## src/rtl/mdio_pkg.sv

```systemverilog
package mdio_pkg;
  localparam logic [2:0] REG_EN   = 3'd0;
  localparam logic [2:0] REG_MODE = 3'd1;
  localparam logic [2:0] REG_CMD  = 3'd2;
  localparam logic [2:0] REG_WDAT = 3'd3;
  localparam logic [2:0] REG_RDAT = 3'd4;

  localparam int FRAME_BITS = 32;
  localparam int PRE_BITS   = 32;

  // Code legality per framing mode.
  function automatic logic cmd_legal(input logic c45, input logic [1:0] code);
    return c45 ? (code != 2'd2) : (code[1] == 1'b0);
  endfunction

  function automatic logic cmd_is_read(input logic c45, input logic [1:0] code);
    return c45 ? (code == 2'd3) : (code == 2'd1);
  endfunction

  // Opcode bits as they appear on the wire.
  function automatic logic [1:0] wire_op(input logic c45, input logic [1:0] code);
    if (c45) return code;
    return (code == 2'd1) ? 2'b10 : 2'b01;
  endfunction

  // 32-bit frame body: start, opcode, port, register, turnaround, data.
  function automatic logic [31:0] frame_word(input logic c45, input logic [1:0] code,
                                             input logic [4:0] phy, input logic [4:0] ra,
                                             input logic [15:0] data);
    logic rd;
    rd = cmd_is_read(c45, code);
    return {(c45 ? 2'b00 : 2'b01), wire_op(c45, code), phy, ra,
            (rd ? 2'b11 : 2'b10), (rd ? 16'hFFFF : data)};
  endfunction
endpackage

```

## src/rtl/mdio_clkgen.sv

```systemverilog
module mdio_clkgen #(
  parameter int DIV = 4
) (
  input  logic clk,
  input  logic rst_n,
  output logic mdc,
  output logic rise_evt,
  output logic fall_evt
);
  localparam int HALF = DIV / 2;
  localparam int CW   = (DIV > 2) ? $clog2(DIV) : 1;

  logic [CW-1:0] cnt;

  assign rise_evt = (cnt == CW'(HALF - 1));
  assign fall_evt = (cnt == CW'(DIV - 1));

  always_ff @(posedge clk or negedge rst_n) begin
    if (!rst_n) begin
      cnt <= '0;
      mdc <= 1'b0;
    end else begin
      cnt <= fall_evt ? '0 : cnt + 1'b1;
      if (rise_evt) mdc <= 1'b1;
      else if (fall_evt) mdc <= 1'b0;
    end
  end
endmodule

```

## src/rtl/mdio_seq.sv

```systemverilog
module mdio_seq
  import mdio_pkg::*;
(
  input  logic        clk,
  input  logic        rst_n,
  input  logic        rise_evt,
  input  logic        fall_evt,
  input  logic        start_go,
  input  logic        c45,
  input  logic        pre_en,
  input  logic [1:0]  go_code,
  input  logic [4:0]  go_phy,
  input  logic [4:0]  go_reg,
  input  logic [15:0] go_data,
  input  logic        mdio_i,
  output logic        mdio_o,
  output logic        mdio_oe,
  output logic        busy,
  output logic        cur_read,
  output logic [1:0]  cur_op,
  output logic        rd_done,
  output logic [15:0] rd_word
);
  localparam int SW = PRE_BITS + FRAME_BITS;
  localparam int NW = $clog2(SW + 1);
  localparam int TA_DATA = 18;

  logic [SW-1:0] shreg;
  logic [NW-1:0] remain;
  logic [NW-1:0] remain_nx;

  assign remain_nx = remain - 1'b1;

  always_ff @(posedge clk or negedge rst_n) begin
    if (!rst_n) begin
      shreg    <= '0;
      remain   <= '0;
      busy     <= 1'b0;
      cur_read <= 1'b0;
      cur_op   <= 2'd0;
      mdio_o   <= 1'b1;
      mdio_oe  <= 1'b0;
      rd_done  <= 1'b0;
      rd_word  <= '0;
    end else begin
      rd_done <= 1'b0;
      if (start_go) begin
        if (pre_en)
          shreg <= {{PRE_BITS{1'b1}}, frame_word(c45, go_code, go_phy, go_reg, go_data)};
        else
          shreg <= {frame_word(c45, go_code, go_phy, go_reg, go_data), {PRE_BITS{1'b1}}};
        remain   <= pre_en ? NW'(SW) : NW'(FRAME_BITS);
        busy     <= 1'b1;
        cur_read <= cmd_is_read(c45, go_code);
        cur_op   <= go_code;
        rd_word  <= '0;
      end else if (busy && fall_evt) begin
        if (remain == '0) begin
          busy    <= 1'b0;
          mdio_oe <= 1'b0;
          rd_done <= cur_read;
        end else begin
          mdio_o  <= shreg[SW-1];
          shreg   <= {shreg[SW-2:0], 1'b1};
          remain  <= remain_nx;
          mdio_oe <= !(cur_read && (remain_nx < NW'(TA_DATA)));
        end
      end
      if (busy && rise_evt && cur_read && (remain < NW'(16)))
        rd_word <= {rd_word[14:0], mdio_i};
    end
  end
endmodule

```

## src/rtl/mdio_regs.sv

```systemverilog
module mdio_regs
  import mdio_pkg::*;
(
  input  logic        clk,
  input  logic        rst_n,
  input  logic        bus_we,
  input  logic [2:0]  bus_addr,
  input  logic [31:0] bus_wdata,
  output logic [31:0] bus_rdata,
  input  logic        busy,
  input  logic        cur_read,
  input  logic        rd_done,
  input  logic [15:0] rd_word,
  output logic        en_q,
  output logic        c45_q,
  output logic        pre_q,
  output logic [15:0] wdat_q,
  output logic        start_go,
  output logic        rd_valid,
  output logic        wr_pend,
  output logic        rd_pend
);
  logic [17:0] cmd_q;
  logic [15:0] rdat_q;

  assign wr_pend  = busy && !cur_read;
  assign rd_pend  = busy && cur_read;
  assign start_go = bus_we && (bus_addr == REG_CMD) && en_q && !busy &&
                    cmd_legal(c45_q, bus_wdata[17:16]);

  always_ff @(posedge clk or negedge rst_n) begin
    if (!rst_n) begin
      en_q     <= 1'b0;
      c45_q    <= 1'b0;
      pre_q    <= 1'b0;
      wdat_q   <= '0;
      cmd_q    <= '0;
      rdat_q   <= '0;
      rd_valid <= 1'b0;
    end else begin
      if (bus_we) begin
        unique case (bus_addr)
          REG_EN:   en_q <= bus_wdata[0];
          REG_MODE: begin
            c45_q <= bus_wdata[24];
            pre_q <= bus_wdata[12];
          end
          REG_WDAT: wdat_q <= bus_wdata[15:0];
          default: ;
        endcase
      end
      if (start_go) begin
        cmd_q <= {bus_wdata[17:16], 3'b000, bus_wdata[12:8], 3'b000, bus_wdata[4:0]};
        if (cmd_is_read(c45_q, bus_wdata[17:16])) rd_valid <= 1'b0;
      end
      if (rd_done) begin
        rdat_q   <= rd_word;
        rd_valid <= 1'b1;
      end
    end
  end

  always_comb begin
    bus_rdata = '0;
    unique case (bus_addr)
      REG_EN:   bus_rdata[0] = en_q;
      REG_MODE: begin
        bus_rdata[24] = c45_q;
        bus_rdata[12] = pre_q;
      end
      REG_CMD:  bus_rdata[17:0] = cmd_q;
      REG_WDAT: bus_rdata = {14'd0, wr_pend, 1'b0, wdat_q};
      REG_RDAT: bus_rdata = {14'd0, rd_pend, rd_valid, rdat_q};
      default:  bus_rdata = '0;
    endcase
  end
endmodule

```

## src/rtl/mdio_master.sv

```systemverilog
module mdio_master
  import mdio_pkg::*;
#(
  parameter int DIV = 4
) (
  input  logic        clk,
  input  logic        rst_n,
  input  logic        bus_we,
  input  logic [2:0]  bus_addr,
  input  logic [31:0] bus_wdata,
  output logic [31:0] bus_rdata,
  output logic        mdc,
  input  logic        mdio_i,
  output logic        mdio_o,
  output logic        mdio_oe
);
  logic        rise_evt, fall_evt;
  logic        en_q, c45_q, pre_q, start_go, rd_valid, wr_pend, rd_pend;
  logic        busy, cur_read, rd_done;
  logic [1:0]  cur_op;
  logic [15:0] wdat_q, rd_word;

  mdio_clkgen #(.DIV(DIV)) u_clk (
    .clk(clk), .rst_n(rst_n), .mdc(mdc), .rise_evt(rise_evt), .fall_evt(fall_evt)
  );

  mdio_regs u_regs (
    .clk(clk), .rst_n(rst_n), .bus_we(bus_we), .bus_addr(bus_addr),
    .bus_wdata(bus_wdata), .bus_rdata(bus_rdata), .busy(busy), .cur_read(cur_read),
    .rd_done(rd_done), .rd_word(rd_word), .en_q(en_q), .c45_q(c45_q), .pre_q(pre_q),
    .wdat_q(wdat_q), .start_go(start_go), .rd_valid(rd_valid), .wr_pend(wr_pend),
    .rd_pend(rd_pend)
  );

  mdio_seq u_seq (
    .clk(clk), .rst_n(rst_n), .rise_evt(rise_evt), .fall_evt(fall_evt),
    .start_go(start_go), .c45(c45_q), .pre_en(pre_q), .go_code(bus_wdata[17:16]),
    .go_phy(bus_wdata[12:8]), .go_reg(bus_wdata[4:0]), .go_data(wdat_q),
    .mdio_i(mdio_i), .mdio_o(mdio_o), .mdio_oe(mdio_oe), .busy(busy),
    .cur_read(cur_read), .cur_op(cur_op), .rd_done(rd_done), .rd_word(rd_word)
  );
endmodule

```

## config.mk

```make
export PLATFORM = sky130hd
export DESIGN_NAME = mdio_master
export DESIGN_NICKNAME = d
export VERILOG_FILES = /design/src/rtl/mdio_pkg.sv /design/src/rtl/mdio_clkgen.sv /design/src/rtl/mdio_seq.sv /design/src/rtl/mdio_regs.sv /design/src/rtl/mdio_master.sv
export SDC_FILE = /design/constraint.sdc
export NUM_CORES = 1
export LEC_CHECK = 0
export BUFFER_PORTS_ARGS = -buffer_cell sky130_fd_sc_hd__buf_2
export CORE_MARGIN = 5
export CORE_UTILIZATION = 50
export DETAILED_ROUTE_END_ITERATION = 8
export GPL_ROUTABILITY_DRIVEN = 0
export PLACE_DENSITY = 0.7
export SLEW_MARGIN = 15
export SYNTH_ARGS = -nofsm -noshare
export SYNTH_HDL_FRONTEND = slang
export SYNTH_SLANG_ARGS = --single-unit
```

## constraint.sdc

```tcl
create_clock -name clk -period 1.95 [get_ports clk]
set_input_delay 0.195 -clock clk [delete_from_list [all_inputs] [get_ports clk]]
set_output_delay 0.195 -clock clk [all_outputs]
set_load 0.005 [all_outputs]
```

---- Word-level counts from Yosys, hierarchy flattened ----
Cells that the tools add are included.
word-level totals
  bits in writable memories ............... 0
  memories kept ........................... 0
  register bits ........................... 143
  ROM bits ................................ 0
  word-level logic and storage cells ...... 106
  bits in latches ......................... 0
operators by class
  shift operators ......................... 0
  reductions and logical operators ........ 30
  multipliers ............................. 0
  mux-type cells .......................... 42
  bitwise logic cells ..................... 3
  equal/unequal tests ..................... 10
  magnitude comparators ................... 2
  div/mod/pow operators ................... 0
  $add $sub $neg .......................... 2
operator list
  kind                                                         count
  two-way mux 64 bit                                           4
  two-way mux 16 bit                                           3
  case mux 11 bit (3 select lines)                             1
  two-way mux 7 bit                                            4
  two-way mux 1 bit                                            22
  case mux 5 bit (3 select lines)                              1
  less-than comparator 7 x 5 -> 1 bit (second input constant)  2
  AND reduction 2 bit                                          7
  nonzero test 2 bit                                           6
  logical AND 1 bit                                            11
  two-way mux 2 bit                                            5
  case mux 1 bit (4 select lines)                              2
  logical NOT 7 bit                                            1
  subtractor 7 x 1 -> 7 bit (second input constant)            1
  equality test 3 x 2 -> 1 bit (second input constant)         2
  equality test 2 x 1 -> 1 bit (second input constant)         2
  equality test 2 bit (second input constant)                  2
  inequality test 2 bit (second input constant)                2
  equality test 3 x 1 -> 1 bit (second input constant)         1
  equality test 3 bit (second input constant)                  1
  logical NOT 1 bit                                            3
  logical NOT 3 bit                                            1
  NOT 1 bit                                                    3
  AND reduction 3 bit                                          1
  adder 2 x 1 -> 2 bit (second input constant)                 1

---- Longest topological paths before layout ----
  depth in word-level cells ............... 9
  mapped depth ............................ 8

---- Cells and area by module ----
From an unflattened synthesis, not the netlist that was laid out.
second synthesis, totals
  cell total of the unflattened synthesis .. 601
  area total of the unflattened synthesis .. 6957.9 µm²
modules (own cells, without submodules)
  module       area an instance (µm²)  seq. area each (µm²)  instances  cells each
  mdio_seq     4435.5                  2353.5                1          410
  mdio_regs    2399.8                  1201.2                1          181
  mdio_clkgen  122.6                   75.1                  1          10

---- Worst setup path after synthesis ----
No wires, ideal clock.
  kind .................................... reg-to-reg
  start point ............................. reg u_seq.remain[0]
  end point ............................... reg u_seq.shreg[30]
  path slack .............................. 176 ps
  library setup time ...................... 86 ps
  buffers on the path ..................... 2
  period minus slack after synthesis ...... 1774 ps
  arrival ................................. 1688 ps
  cell stages (with the launch flop) ...... 9
  required time ........................... 1864 ps
  cell sequence ........................... dfrtp_1 -> inv_1 -> ha_1 -> nor3b_2 -> a21oi_1 -> buf_2 -> buf_2 -> nand2_1 -> a32oi_1
between the ends
  longest elaborated chain between the ends .. 3
ends and longest elaborated chain
  item                                    line            RTL
  from (decl)                             mdio_seq.sv:29  logic [NW-1:0] remain;
  from (signal assigned)                  mdio_seq.sv:52  remain <= pre_en ? NW'(SW) : NW'(FRAME_BITS);
  from (signal assigned)                  mdio_seq.sv:65  remain <= remain_nx;
  logical NOT 7 bit                       mdio_seq.sv:58  if (remain == '0) begin
  inequality test 2 bit (no source line)  n/a
  AND reduction 2 bit (no source line)    n/a
  to (signal assigned)                    mdio_seq.sv:49  shreg <= {{PRE_BITS{1'b1}}, frame_word(c45, go_code, go_phy, go_reg, go_data)};
  to (signal assigned)                    mdio_seq.sv:51  shreg <= {frame_word(c45, go_code, go_phy, go_reg, go_data), {PRE_BITS{1'b1}}};
  to (signal assigned)                    mdio_seq.sv:64  shreg <= {shreg[SW-2:0], 1'b1};
  to (decl)                               mdio_seq.sv:28  logic [SW-1:0] shreg;
Every way passes these cells.
A chain may end at the register's enable or synchronous reset.

---- Worst setup path in the final report ----
  start point ............................. reg u_seq.remain[1]
  end point ............................... reg u_seq.shreg[39]
Same word-level chain as after synthesis.

==> metrics.txt <==
total area of sequential cells=0.00358 sq mm; number of enable-type register cells in the synthesized netlist=0; die span in y=126 um; Port Buffer Count=between 40 and 50; Yosys warnings=0; simple-gate area share of the yosys netlist=0.160; shortest clock period the worst path allows after layout=1.81 ns; number of antenna violations at the first check in global routing=0; clock transition at the registers of the reported paths=0.06 ns; XOR/XNOR share of the synthesized area=0.00261; flops & latches, synth=~140; Final Cell Area=0.00801 sq mm; synthesis-to-finish area growth=19.3%; power density cells=1350 mW/mm^2; Max Clock Skew=0.00880 ns; element type at the critical path start=flip-flop; combinational family with the most area after synthesis=compound AO/OA/AOI/OAI gates; startpoint of the lowest-slack hold path=bus_wdata[7]; cell chosen for the clock root=sky130_fd_sc_hd__clkbuf_16; Max-cap violations=0; die area=0.0159 sq mm; endpoints failing hold=0; routed vias/inst=roughly 5.8; Post-Synthesis Cells=670; antenna-violating nets left=0; critical path class=reg2reg; starting density of the core=0.509; via count of the first global-routing pass=5466; most frequent standard cell in the layout excluding fill and tap cells=sky130_fd_sc_hd__dfrtp_1; proportion of synthesized chip area in sequential cells=0.533; # setup viols final=0; final core utilization=0.607; drt first-iter violations=587; outcome=complete, no violations; syn_area_per_cell=10.0 sq um; net total in the final layout=approximately 770; total wire length=16900 um; final total power=10.8 mW; Hold Slack=0.0124 ns; number of clock buffers inserted by TritonCTS=17; synthesized cell area=0.00672 sq mm; vias post-DR=approximately 5300; Peak VDD IR=0.736 mV; filler cell count=1080; post-synthesis mux area share=0.0736; Global Route Usage Sum=0.223; Yosys cell types=61; largest net degree at the start of global routing=53; RSZ-0062 raised after global routing=false; start point of the critical path=u_seq.remain[1]$_DFFE_PN0P_; Worst Path Max Fanout=18; leading cell types in the layout, fill and taps excluded=142 x sky130_fd_sc_hd__dfrtp_1, 112 x sky130_fd_sc_hd__nand2_1, 79 x sky130_fd_sc_hd__a21oi_1, 46 x sky130_fd_sc_hd__buf_2, 39 x sky130_fd_sc_hd__nor2_1; Synth Area in Compound Gates=0.166; kind of end point of the critical path=flip-flop; number of cells after detailed placement=roughly 880; Core Box Area=0.0132 sq mm; overall overflow remaining after global route=0; worst flop-to-flop path startpoint=u_seq.remain[1]$_DFFE_PN0P_; leakage power of the design=3.71 nW; H-tree lvl count=4; clock tree from TritonCTS=yes; fin. max-slew vios=0; row count=42; total number of clock tree sinks=about 140; minimum setup slack among reg-to-reg paths=0.14 ns; fin crit share=0.928; number of non-filler instances in the completed layout=~900; number of buffers on the longest clock path=2; n_diodes=0; layout cells sized above 1=0.223; placed inst area=about 0.0072 sq mm; Fmax achieved=~0.55 GHz; die width=126 um; worst rel slew slack=0.486; area of the multi-input gates=0.00282 sq mm; DP HPWL=11100 um; Tightest Hold Check Type=in2reg; Ports=74; wire length of the first global-routing pass=around 29000 um; number of iterations in the first detailed-routing pass=5; remaining design rule violation count=0; Worst EP arrival=2.12 ns; clock latency at the later pin of the worst-skew pair=0.42 ns; setup TNS=0 ns; Post-Synth Adder-Cell Area=0.00559; FFs w/ async S/R, synth=1.00; final worst setup slack=about 0.14 ns; Setup Slack @ Placement=0.0641 ns; Worst Max-Slew Pin Slew=0.770 ns; Critical Path RT=2.26 ns; Routed WL per cell=~18 um; most frequently used flop master after synthesis=sky130_fd_sc_hd__dfrtp_1
==> synthesized netlist by cell type, types with 15 or more instances <==
master,count,area share
sky130_fd_sc_hd__dfrtp_1,142,0.53
sky130_fd_sc_hd__mux2_2,35,0.059
sky130_fd_sc_hd__nand3_1,21,0.016
sky130_fd_sc_hd__nor3_1,24,0.018
sky130_fd_sc_hd__buf_2,26,0.019
sky130_fd_sc_hd__a21oi_1,81,0.060
sky130_fd_sc_hd__clkbuf_1,18,0.010
sky130_fd_sc_hd__nand2_1,112,0.063
sky130_fd_sc_hd__nor2_1,39,0.022
sky130_fd_sc_hd__o2bb2ai_1,31,0.040
sky130_fd_sc_hd__buf_4,15,0.017
sky130_fd_sc_hd__o21ai_0,20,0.015
==> what timing repair did <==
item | in CTS | in global routing
endpoints found under the setup margin | 0 | 66
buffers inserted | 0 | 1
endpoints found under the hold margin | 50 | 0
gates resized for setup | 0 | 7
hold buffers | 7 | 0
==> state kept, by name, summed over array words and instances, names as in the netlist, 2 cells and up <==
register,cells
u_clk.cnt,2
u_regs.cmd_q,12
u_regs.rdat_q,16
u_regs.wdat_q,16
u_seq.rd_word,16
u_seq.remain,7
u_seq.shreg,64
==> cells by family after synthesis <==
group,Yosys count
compound gates,174
xor+xnor,2
fa+ha+maj,3
buf+inv,73
flops,143
mux,45
other cells,1
simple gates,229
==> per-layer routing <==
layer	routed length, um	vias up	track usage
li1	-	2441	-
met1	7440	2667	0.303
met2	8350	149	0.360
met3	722	33	0.0419
met4	342	0	0.0789
met5	0	-	0
==> where the power goes <==
group          leakage [nW]  internal (mW)  total, mW  switching [mW]
Combinational          1.60           1.14       2.22            1.08
Sequential             1.78           4.06       4.86           0.797
Clock                 0.329           2.47       3.75            1.28
==> path summary, 6_finish.rpt <==
kind,endpoint,depth (start not counted)
min,u_regs.wdat_q[7]$_DFFE_PN0P_,2
min reg2reg,u_seq.mdio_o$_DFFE_PN1P_,2
max reg2reg,u_seq.shreg[39]$_DFFE_PN0P_,8
max,u_seq.shreg[39]$_DFFE_PN0P_,8
min in group asynchronous,u_seq.remain[3]$_DFFE_PN0P_,2
max in group asynchronous,u_seq.shreg[54]$_DFFE_PN0P_,3
==> layout make-up <==
type | instances | share of cell area
clock buffer | 19 | 0.0565
sequential | 143 | 0.447
tap | 176 | 0.0275
multi-input combinational | 466 | 0.352
clock inverter | 13 | 0.0294
inverter | 8 | 0.00375
timing repair buffer | 90 | 0.0845
==> worst max-delay path: stages, from the launching register on <==
cell                        delay [ns]
sky130_fd_sc_hd__dfrtp_1          0.41
sky130_fd_sc_hd__inv_2            0.09
sky130_fd_sc_hd__ha_2             0.18
sky130_fd_sc_hd__nor3b_4          0.28
sky130_fd_sc_hd__a21oi_4          0.14
sky130_fd_sc_hd__buf_12           0.18
sky130_fd_sc_hd__buf_12           0.14
sky130_fd_sc_hd__a21oi_1          0.17
sky130_fd_sc_hd__o2bb2ai_1        0.08
Note: power is estimated with default switching activity, not from simulation.
